File: src/rtl/disp_pkg.sv
package disp_pkg;

  typedef enum logic [1:0] {
    KIND_EXEC     = 2'd0,
    KIND_HALT     = 2'd1,
    KIND_NOP      = 2'd2,
    KIND_EXEC_ALT = 2'd3
  } op_kind_e;

  function automatic logic kind_is_exec(input logic [1:0] k);
    return (k == KIND_EXEC) || (k == KIND_EXEC_ALT);
  endfunction

  function automatic logic kind_is_halt(input logic [1:0] k);
    return k == KIND_HALT;
  endfunction

  function automatic logic kind_is_nop(input logic [1:0] k);
    return k == KIND_NOP;
  endfunction

endpackage

File: src/rtl/unit_match.sv
module unit_match #(
  parameter int NUM_UNITS = 4,
  parameter int CLASS_W = 4,
  parameter logic [NUM_UNITS*CLASS_W-1:0] UNIT_MASKS = 16'h8421
) (
  input  logic [CLASS_W-1:0]   cls,
  output logic [NUM_UNITS-1:0] hit
);
  function automatic logic overlap(input logic [CLASS_W-1:0] a,
                                   input logic [CLASS_W-1:0] b);
    return |(a & b);
  endfunction

  for (genvar u = 0; u < NUM_UNITS; u++) begin : g_unit
    localparam logic [CLASS_W-1:0] MY_MASK = UNIT_MASKS[u*CLASS_W +: CLASS_W];
    assign hit[u] = overlap(cls, MY_MASK);
  end
endmodule

File: src/rtl/nop_hold.sv
module nop_hold #(
  parameter int NOP_HOLD = 2
) (
  input  logic clk,
  input  logic rst_n,
  input  logic load,
  output logic active
);
  localparam int CNT_W = $clog2(NOP_HOLD + 1);

  logic [CNT_W-1:0] cnt;

  always_ff @(posedge clk) begin
    if (!rst_n) begin
      cnt <= '0;
    end else if (load) begin
      cnt <= CNT_W'(NOP_HOLD);
    end else if (cnt != '0) begin
      cnt <= cnt - CNT_W'(1);
    end
  end

  assign active = (cnt != '0);

  AST_NOP_LOAD: assert property (@(posedge clk) disable iff (!rst_n)
    load |=> (cnt == CNT_W'(NOP_HOLD)));
endmodule

File: src/rtl/lane_drive.sv
module lane_drive #(
  parameter int OPER_W = 16,
  parameter int RMASK_W = 4
) (
  input  logic               sel,
  input  logic               unit_busy,
  input  logic [OPER_W-1:0]  oper_in,
  input  logic [RMASK_W-1:0] rdmask_in,
  output logic               issue,
  output logic [OPER_W-1:0]  oper_out,
  output logic [RMASK_W-1:0] rdmask_n_out
);
  logic hold_mask;

  assign hold_mask    = sel | unit_busy;
  assign issue        = sel;
  assign oper_out     = sel ? oper_in : '0;
  assign rdmask_n_out = hold_mask ? ~rdmask_in : '0;
endmodule

File: src/rtl/fu_dispatch.sv
module fu_dispatch
  import disp_pkg::*;
#(
  parameter int NUM_UNITS = 4,
  parameter int CLASS_W = 4,
  parameter int OPER_W = 16,
  parameter int RMASK_W = 4,
  parameter logic [NUM_UNITS*CLASS_W-1:0] UNIT_MASKS = 16'h8421,
  parameter int NOP_HOLD = 2
) (
  input  logic                          clk,
  input  logic                          rst_n,
  input  logic                          in_valid,
  output logic                          in_ready,
  input  logic [1:0]                    in_kind,
  input  logic [CLASS_W-1:0]            in_class,
  input  logic [OPER_W-1:0]             in_oper,
  input  logic [RMASK_W-1:0]            in_rdmask,
  output logic [NUM_UNITS-1:0]          fu_issue,
  output logic [NUM_UNITS*OPER_W-1:0]   fu_oper,
  output logic [NUM_UNITS*RMASK_W-1:0]  fu_rdmask_n,
  input  logic [NUM_UNITS-1:0]          fu_busy,
  input  logic [NUM_UNITS-1:0]          fu_exc,
  output logic                          core_busy,
  output logic                          terminate,
  output logic                          exc_any
);
  logic                 dispatch_now;
  logic                 halt_now;
  logic                 nop_now;
  logic                 nop_active;
  logic                 unit_busy_any;
  logic [NUM_UNITS-1:0] class_hit;
  logic [NUM_UNITS-1:0] lane_sel;

  assign dispatch_now = in_valid & kind_is_exec(in_kind);
  assign halt_now     = in_valid & kind_is_halt(in_kind);
  assign nop_now      = in_valid & kind_is_nop(in_kind);

  unit_match #(
    .NUM_UNITS (NUM_UNITS),
    .CLASS_W   (CLASS_W),
    .UNIT_MASKS(UNIT_MASKS)
  ) u_match (
    .cls(in_class),
    .hit(class_hit)
  );

  assign lane_sel = dispatch_now ? class_hit : '0;

  for (genvar u = 0; u < NUM_UNITS; u++) begin : g_lane
    lane_drive #(
      .OPER_W (OPER_W),
      .RMASK_W(RMASK_W)
    ) u_lane (
      .sel         (lane_sel[u]),
      .unit_busy   (fu_busy[u]),
      .oper_in     (in_oper),
      .rdmask_in   (in_rdmask),
      .issue       (fu_issue[u]),
      .oper_out    (fu_oper[u*OPER_W +: OPER_W]),
      .rdmask_n_out(fu_rdmask_n[u*RMASK_W +: RMASK_W])
    );
  end

  nop_hold #(.NOP_HOLD(NOP_HOLD)) u_nop (
    .clk   (clk),
    .rst_n (rst_n),
    .load  (nop_now),
    .active(nop_active)
  );

  assign unit_busy_any = |fu_busy;
  assign core_busy     = nop_active | nop_now | unit_busy_any;
  assign in_ready      = ~core_busy;
  assign exc_any       = |fu_exc;

  always_ff @(posedge clk) begin
    if (!rst_n) begin
      terminate <= 1'b0;
    end else if (halt_now) begin
      terminate <= 1'b1;
    end
  end

  AST_ISSUE_ONEHOT: assert property (@(posedge clk) disable iff (!rst_n)
    $onehot0(fu_issue));
  AST_IDLE_NO_ISSUE: assert property (@(posedge clk) disable iff (!rst_n)
    !in_valid |-> (fu_issue == '0));
  AST_HALT_NO_ISSUE: assert property (@(posedge clk) disable iff (!rst_n)
    halt_now |-> (fu_issue == '0));
  AST_HALT_SETS: assert property (@(posedge clk) disable iff (!rst_n)
    halt_now |=> terminate);
  AST_TERM_STICKY: assert property (@(posedge clk) disable iff (!rst_n)
    terminate |=> terminate);
  AST_NOP_BUSY_NEXT: assert property (@(posedge clk) disable iff (!rst_n)
    nop_now |=> core_busy);
  AST_UNIT_BUSY_SEEN: assert property (@(posedge clk) disable iff (!rst_n)
    (fu_busy != '0) |-> !in_ready);
endmodule

File: config.mk
export PLATFORM = sky130hd
export DESIGN_NAME = fu_dispatch
export DESIGN_NICKNAME = d
export VERILOG_FILES = /design/src/rtl/disp_pkg.sv /design/src/rtl/unit_match.sv /design/src/rtl/nop_hold.sv /design/src/rtl/lane_drive.sv /design/src/rtl/fu_dispatch.sv
export SDC_FILE = /design/constraint.sdc
export NUM_CORES = 1
export LEC_CHECK = 0
export ABC_AREA = 1
export CORE_MARGIN = 5
export CORE_UTILIZATION = 49
export CTS_CLUSTER_DIAMETER = 80
export CTS_CLUSTER_SIZE = 10
export DETAILED_ROUTE_END_ITERATION = 16
export DONT_BUFFER_PORTS = 1
export HOLD_SLACK_MARGIN = 0.08
export PLACE_DENSITY = 0.66
export REMOVE_ABC_BUFFERS = 1
export SYNTH_ARGS = -nofsm -noshare
export SYNTH_HDL_FRONTEND = slang
export SYNTH_HIERARCHICAL = 1
export SYNTH_SLANG_ARGS = --single-unit
File: constraint.sdc
create_clock -name clk -period 1.8 [get_ports clk]
set_input_delay 0.36 -clock clk [delete_from_list [all_inputs] [get_ports clk]]
set_output_delay 0.36 -clock clk [all_outputs]
set_load 0.01 [all_outputs]
# After elaboration in Yosys (flattened, before gate mapping)
# Cells that the tools add are included.
totals:
  wordCells: 37
  input_bits: 37
  out_inout_bits: 88
  regBits: 3
classes:
  mux: 11
  n_reduce_logical: 7
  n_bitwise: 12
  n_eq_ne: 3
  addsub: 1
ops:
  columns: ["cell", "count"]
  rows:
  - ["16-bit 2-to-1 mux", 4]
  - ["4-bit 2-to-1 mux", 5]
  - ["4-bit OR reduction", 2]
  - ["1-bit bitwise OR", 6]
  - ["2-bit equality test (second input constant)", 2]
  - ["2-bit 2-to-1 mux", 2]
  - ["4-bit NOT", 1]
  - ["2-bit nonzero test", 2]
  - ["1-bit bitwise AND", 3]
  - ["2-bit by 1-bit equality test with 1-bit output (second input constant)", 1]
  - ["2-bit logical NOT", 1]
  - ["1-bit NOT", 2]
  - ["2-bit OR reduction", 1]
  - ["2-bit by 1-bit subtractor with 2-bit output (second input constant)", 1]
  - ["1-bit logical OR", 1]

# Longest topological paths before layout
depth:
  depth_word: 6
  mapped_depth: 8
  ltp_nobuf: 7

# By module
# Netlist, hierarchy kept.
modules_own_cells:
  columns: ["module", "seq_area_each_um2", "area_each_um2", "n_inst", "cells_per_inst"]
  rows:
  - ["lane_drive", 0.0, 171.4, 4, 40]
  - ["fu_dispatch", 20.0, 158.9, 1, 32]
  - ["nop_hold", 40.0, 77.6, 1, 11]
  - ["unit_match", 0.0, 30.0, 1, 4]

# Least setup slack after synthesis
# OpenSTA, ideal clock, no wires.
synth_timing:
  path_type: "input to output"
  startpoint: "in in_kind[0]"
  endpoint: "out fu_oper[10]"
  setup_slack_ns: 0.190
  required_time_ns: 1.440
  path_buffers: 2
  stages: 8
  arrival_ns: 1.250
  cell_sequence: "inv_1 > ha_1 > nand2_1 > nor2_1 > buf_6 > buf_6 > nand2_1 > inv_1"
synth_via:
  elab_chain_len: 5
  word_cells_on_any_way: 6
  cone_classes: "eq/ne (1); mux (2); bitwise (1); reduce/logical (2)"
synth_rtl:
  columns: ["item", "line", "text"]
  rows:
  - ["start, declared", "fu_dispatch.sv:15", "input logic [1:0] in_kind,"]
  - ["2-bit equality test / 2-bit logical NOT (equally long branches)", "disp_pkg.sv:11", "return (k == KIND_EXEC) || (k == KIND_EXEC_ALT);"]
  - ["1-bit logical OR *", "disp_pkg.sv:11", null]
  - ["1-bit bitwise AND *", "fu_dispatch.sv:36", "assign dispatch_now = in_valid & kind_is_exec(in_kind);"]
  - ["4-bit 2-to-1 mux *", "fu_dispatch.sv:49", "assign lane_sel = dispatch_now ? class_hit : '0;"]
  - ["via lane_sel[0]", "fu_dispatch.sv:34", "logic [NUM_UNITS-1:0] lane_sel;"]
  - ["16-bit 2-to-1 mux *", "lane_drive.sv:17", "assign oper_out = sel ? oper_in : '0;"]
  - ["end, declared", "fu_dispatch.sv:20", "output logic [NUM_UNITS*OPER_W-1:0] fu_oper,"]
# The timed path passes the listed nets; every way through them passes the cells marked *.

# Final worst setup path
layout_timing:
  startpoint: "in in_kind[0]"
  endpoint: "out fu_rdmask_n[14]"
layout_via:
  elab_chain_len: 6
  word_cells_on_any_way: 7
  cone_classes: "eq/ne (1); mux (2); bitwise (2); reduce/logical (2)"
layout_rtl:
  columns: ["item", "line", "text"]
  rows:
  - ["2-bit equality test / 2-bit logical NOT (equally long branches)", "disp_pkg.sv:11", null]
  - ["1-bit logical OR *", "disp_pkg.sv:11", null]
  - ["1-bit bitwise AND *", "fu_dispatch.sv:36", null]
  - ["4-bit 2-to-1 mux *", "fu_dispatch.sv:49", null]
  - ["1-bit bitwise OR *", "lane_drive.sv:15", "assign hold_mask = sel | unit_busy;"]
  - ["4-bit 2-to-1 mux *", "lane_drive.sv:18", "assign rdmask_n_out = hold_mask ? ~rdmask_in : '0;"]
  - ["end, declared", "fu_dispatch.sv:21", "output logic [NUM_UNITS*RMASK_W-1:0] fu_rdmask_n,"]
# Every way passes the cells marked *; elsewhere a longest branch is shown, timed or not.

==> results.md <==
- Result of the run: finished clean
- Warning count from the yosys run: 6
- Overall Global Routing Usage: 0.168
- Upper clock frequency limit: 587 MHz
- Max-slew headroom at the worst pin: 0.830
- Nets: approximately 240
- Vias in the first global route: 909
- Layout area overhead: -1.71%
- Worst path max stage delay: roughly 0.26 ns
- Endpoint arrival time on the critical path: 1.34 ns
- DRC violations left: 0
- Least-Margin Pin Slew: 0.254 ns
- Hpwl dp: between 2 and 2.5 mm
- Kind of cell with the highest combined delay on the critical path: simple AND/OR/NAND/NOR gates
- Final worst path period share: 0.946
- Worst path bufs/invs: 2
- Initial antenna violation count: 0
- Asr flop ratio synth: 0
- ANT cells: 0
- Cell area after synthesis: 952 um2
- Summed area of non-filler cells in the final layout: 936 um2
- Worst Path Class, Setup: input port to primary output
- Most repeated cell in the gate-level netlist after synthesis: sky130_fd_sc_hd__inv_1
- Total die area: 2920 um2
- Vias per cell: 4.45
- CTS Buf Count: 3
- Cell variety after synth: 11
- Crit-path max FO: 9
- Number of pins with negative max-slew slack in the final report: 0
- Clock period minus worst slack: 1.70 ns
- Most used standard cells in the synthesized netlist: sky130_fd_sc_hd__inv_1 (78), sky130_fd_sc_hd__nand2_1 (73), sky130_fd_sc_hd__nor2_1 (27)
- Setup ws final: 0.0976 ns
- Primary flip-flop cell chosen by synthesis mapping: sky130_fd_sc_hd__dfxtp_1
- Syn avg cell area: approximately 4.6 um2
- Clk sinks: 3
- Wirelength, routed: 2.87 mm
- Clock root buffer: sky130_fd_sc_hd__clkbuf_4
- Final Hold Viols: 0
- Max stage delay cell, worst path: sky130_fd_sc_hd__ha_1
- Detailed Route Iter0 Violations: 18
- Proportion of layout cells with a drive suffix above 1: 0.0833
- Via count: approximately 1,000
- Port-buffer cells: 0
- Post-Synthesis Cells: approximately 210
- Largest net degree at the start of global routing: 17
- Die extent in y: 54.1 um
- Biggest area consumer among synthesized cells: sky130_fd_sc_hd__inv_1
- Worst path required time: between 1 and 1.5 ns
- Total iterations of the first detailed-routing run: 4
- Cell-by-cell listing of the critical path: inv_1 -> ha_1 -> nand2_1 -> nor2_1 -> buf_4 -> nor2_2 -> nor2_1
- Flip-flop and latch count after synthesis: 3
- TritonCTS clock tree: yes
- Antenna-violating nets left: 0
- H-tree level count: 1
- Crit path launch type: input port
- Clock transition time at the flip-flop clock pins of the worst setup and hold paths: 0.04 ns
- Number of synthesized flops with an enable pin: 0
- IO Pins: between 100 and 150
- Worst hold-check path type: input port to register
- CTS Buffer Depth: 2
- Top cells by area, synth: sky130_fd_sc_hd__inv_1 (31%), sky130_fd_sc_hd__nand2_1 (29%), sky130_fd_sc_hd__nor2_1 (11%)
- Maximum VDD drop: 0.214 mV
- Row Count: 16
- Wire length of the first global-routing pass: 3.68 mm
- Worst setup slack after placement: about 0.11 ns
- Critical Path End Type: primary output
- Worst hold slack: 0.237 ns
- Average routed wire per standard cell: 12.4 um
- Count of endpoints failing setup in the final report: 0
- Area of the core: roughly 1900 um2
- Chip width: 54.1 um
- Critical path's most frequent cell: sky130_fd_sc_hd__nor2_1
- Power density cells: between 300 and 400 nW/um2
- Routability Congestion: 0.746
- Fin Clk Skew: about 0.000016 ns
- Starting utilization of the core area: 0.501
- Total global routing overflow: 0
- Part of the Yosys area used for sequential elements: 0.0631
- Max_cap viols: 0
- Worst-Skew Late Latency: between 0.2 and 0.25 ns
- Cell area after placement: 903 um2
- Static power due to leakage: between 0.9 and 1 nW
- Top cell type's share of synthesized area: 0.307
-- cell type report --
| class | count | area [um2] |
|---|---|---|
| multi-input cells | 110 | 452 |
| flip-flops and latches | 3 | 60.1 |
| clock buffers | 4 | 26.3 |
| well taps | 27 | 33.8 |
| repair buffers | 9 | 71.3 |
| fillers | 236 | 966 |
| inverters | 78 | 293 |
-- power by group --
part           switching [mW]  total, mW  internal, mW
Combinational           0.122      0.169        0.0464
Sequential            0.00241     0.0714        0.0690
Clock                  0.0391      0.122        0.0834
-- final timing paths --
check                                       end  cells after the start  slack, ns         start
worst max-delay path            fu_rdmask_n[14]                      7        0.1    in_kind[0]
worst min-delay path               u_nop/cnt[1]                      2       0.24         rst_n
worst max register to register        terminate                      2       1.16     terminate
worst min register to register     u_nop/cnt[0]                      2       0.46  u_nop/cnt[1]
-- cell families after synthesis --
group / Yosys count / synth area share
buffers and inverters: 94 / 0.465
AOI/OAI and AO/OA: 2 / 0.0105
adders and majority gates: 2 / 0.0263
DFF: 3 / 0.0631
and+or+nand+nor: 106 / 0.435
-- layout by cell type, fill, tap and decap left out --
cell and n:
sky130_fd_sc_hd__nand2_1 73, sky130_fd_sc_hd__or2_1 1, sky130_fd_sc_hd__nor2_1 26, sky130_fd_sc_hd__ha_1 2, sky130_fd_sc_hd__clkbuf_4 3, sky130_fd_sc_hd__inv_1 78, sky130_fd_sc_hd__dfxtp_1 3, sky130_fd_sc_hd__nand3b_1 1
sky130_fd_sc_hd__buf_6 1, sky130_fd_sc_hd__clkbuf_1 1, sky130_fd_sc_hd__a21oi_1 2, sky130_fd_sc_hd__nor2_2 5, sky130_fd_sc_hd__buf_4 8
-- sequential cells by signal, indices dropped and copies added, names as in the netlist --
register	flops
u_nop/cnt	2
terminate	1
-- worst register-to-register path, cell delays in order (launching register included) --
cell,delay (ns)
sky130_fd_sc_hd__dfxtp_1,0.35
sky130_fd_sc_hd__a21oi_1,0.13
sky130_fd_sc_hd__nor2_1,0.06
-- what timing repair did --
| action | CTS | global route |
|---|---|---|
| gates resized for setup | 0 | 2 |
| endpoints found under the setup margin | 0 | 7 |
| setup buffers | 0 | 0 |
| hold buffers | 0 | 0 |
-- routing by layer --
layer  vias to the layer above  part of all wire  track usage
met1                       434              0.37        0.185
met3                         2              0.12       0.0443
li1                        525                 -            -
met5                         -                 0            0
met4                         0            0.0098       0.0622
met2                        67              0.50        0.304
-- per-stage QoR --
stage          utilization  power, mW    TNS, ns  instances
2_1_floorplan            -      0.202     -16.85        191
3_3_place_gp         0.475      0.241          0        227
3_5_place_dp         0.475      0.242          0        227
4_1_cts              0.489      0.367          0        231
5_1_grt              0.492      0.390  -0.000231        231
6_report             0.492      0.363          0        231
Power figures use the tool's default switching activity.
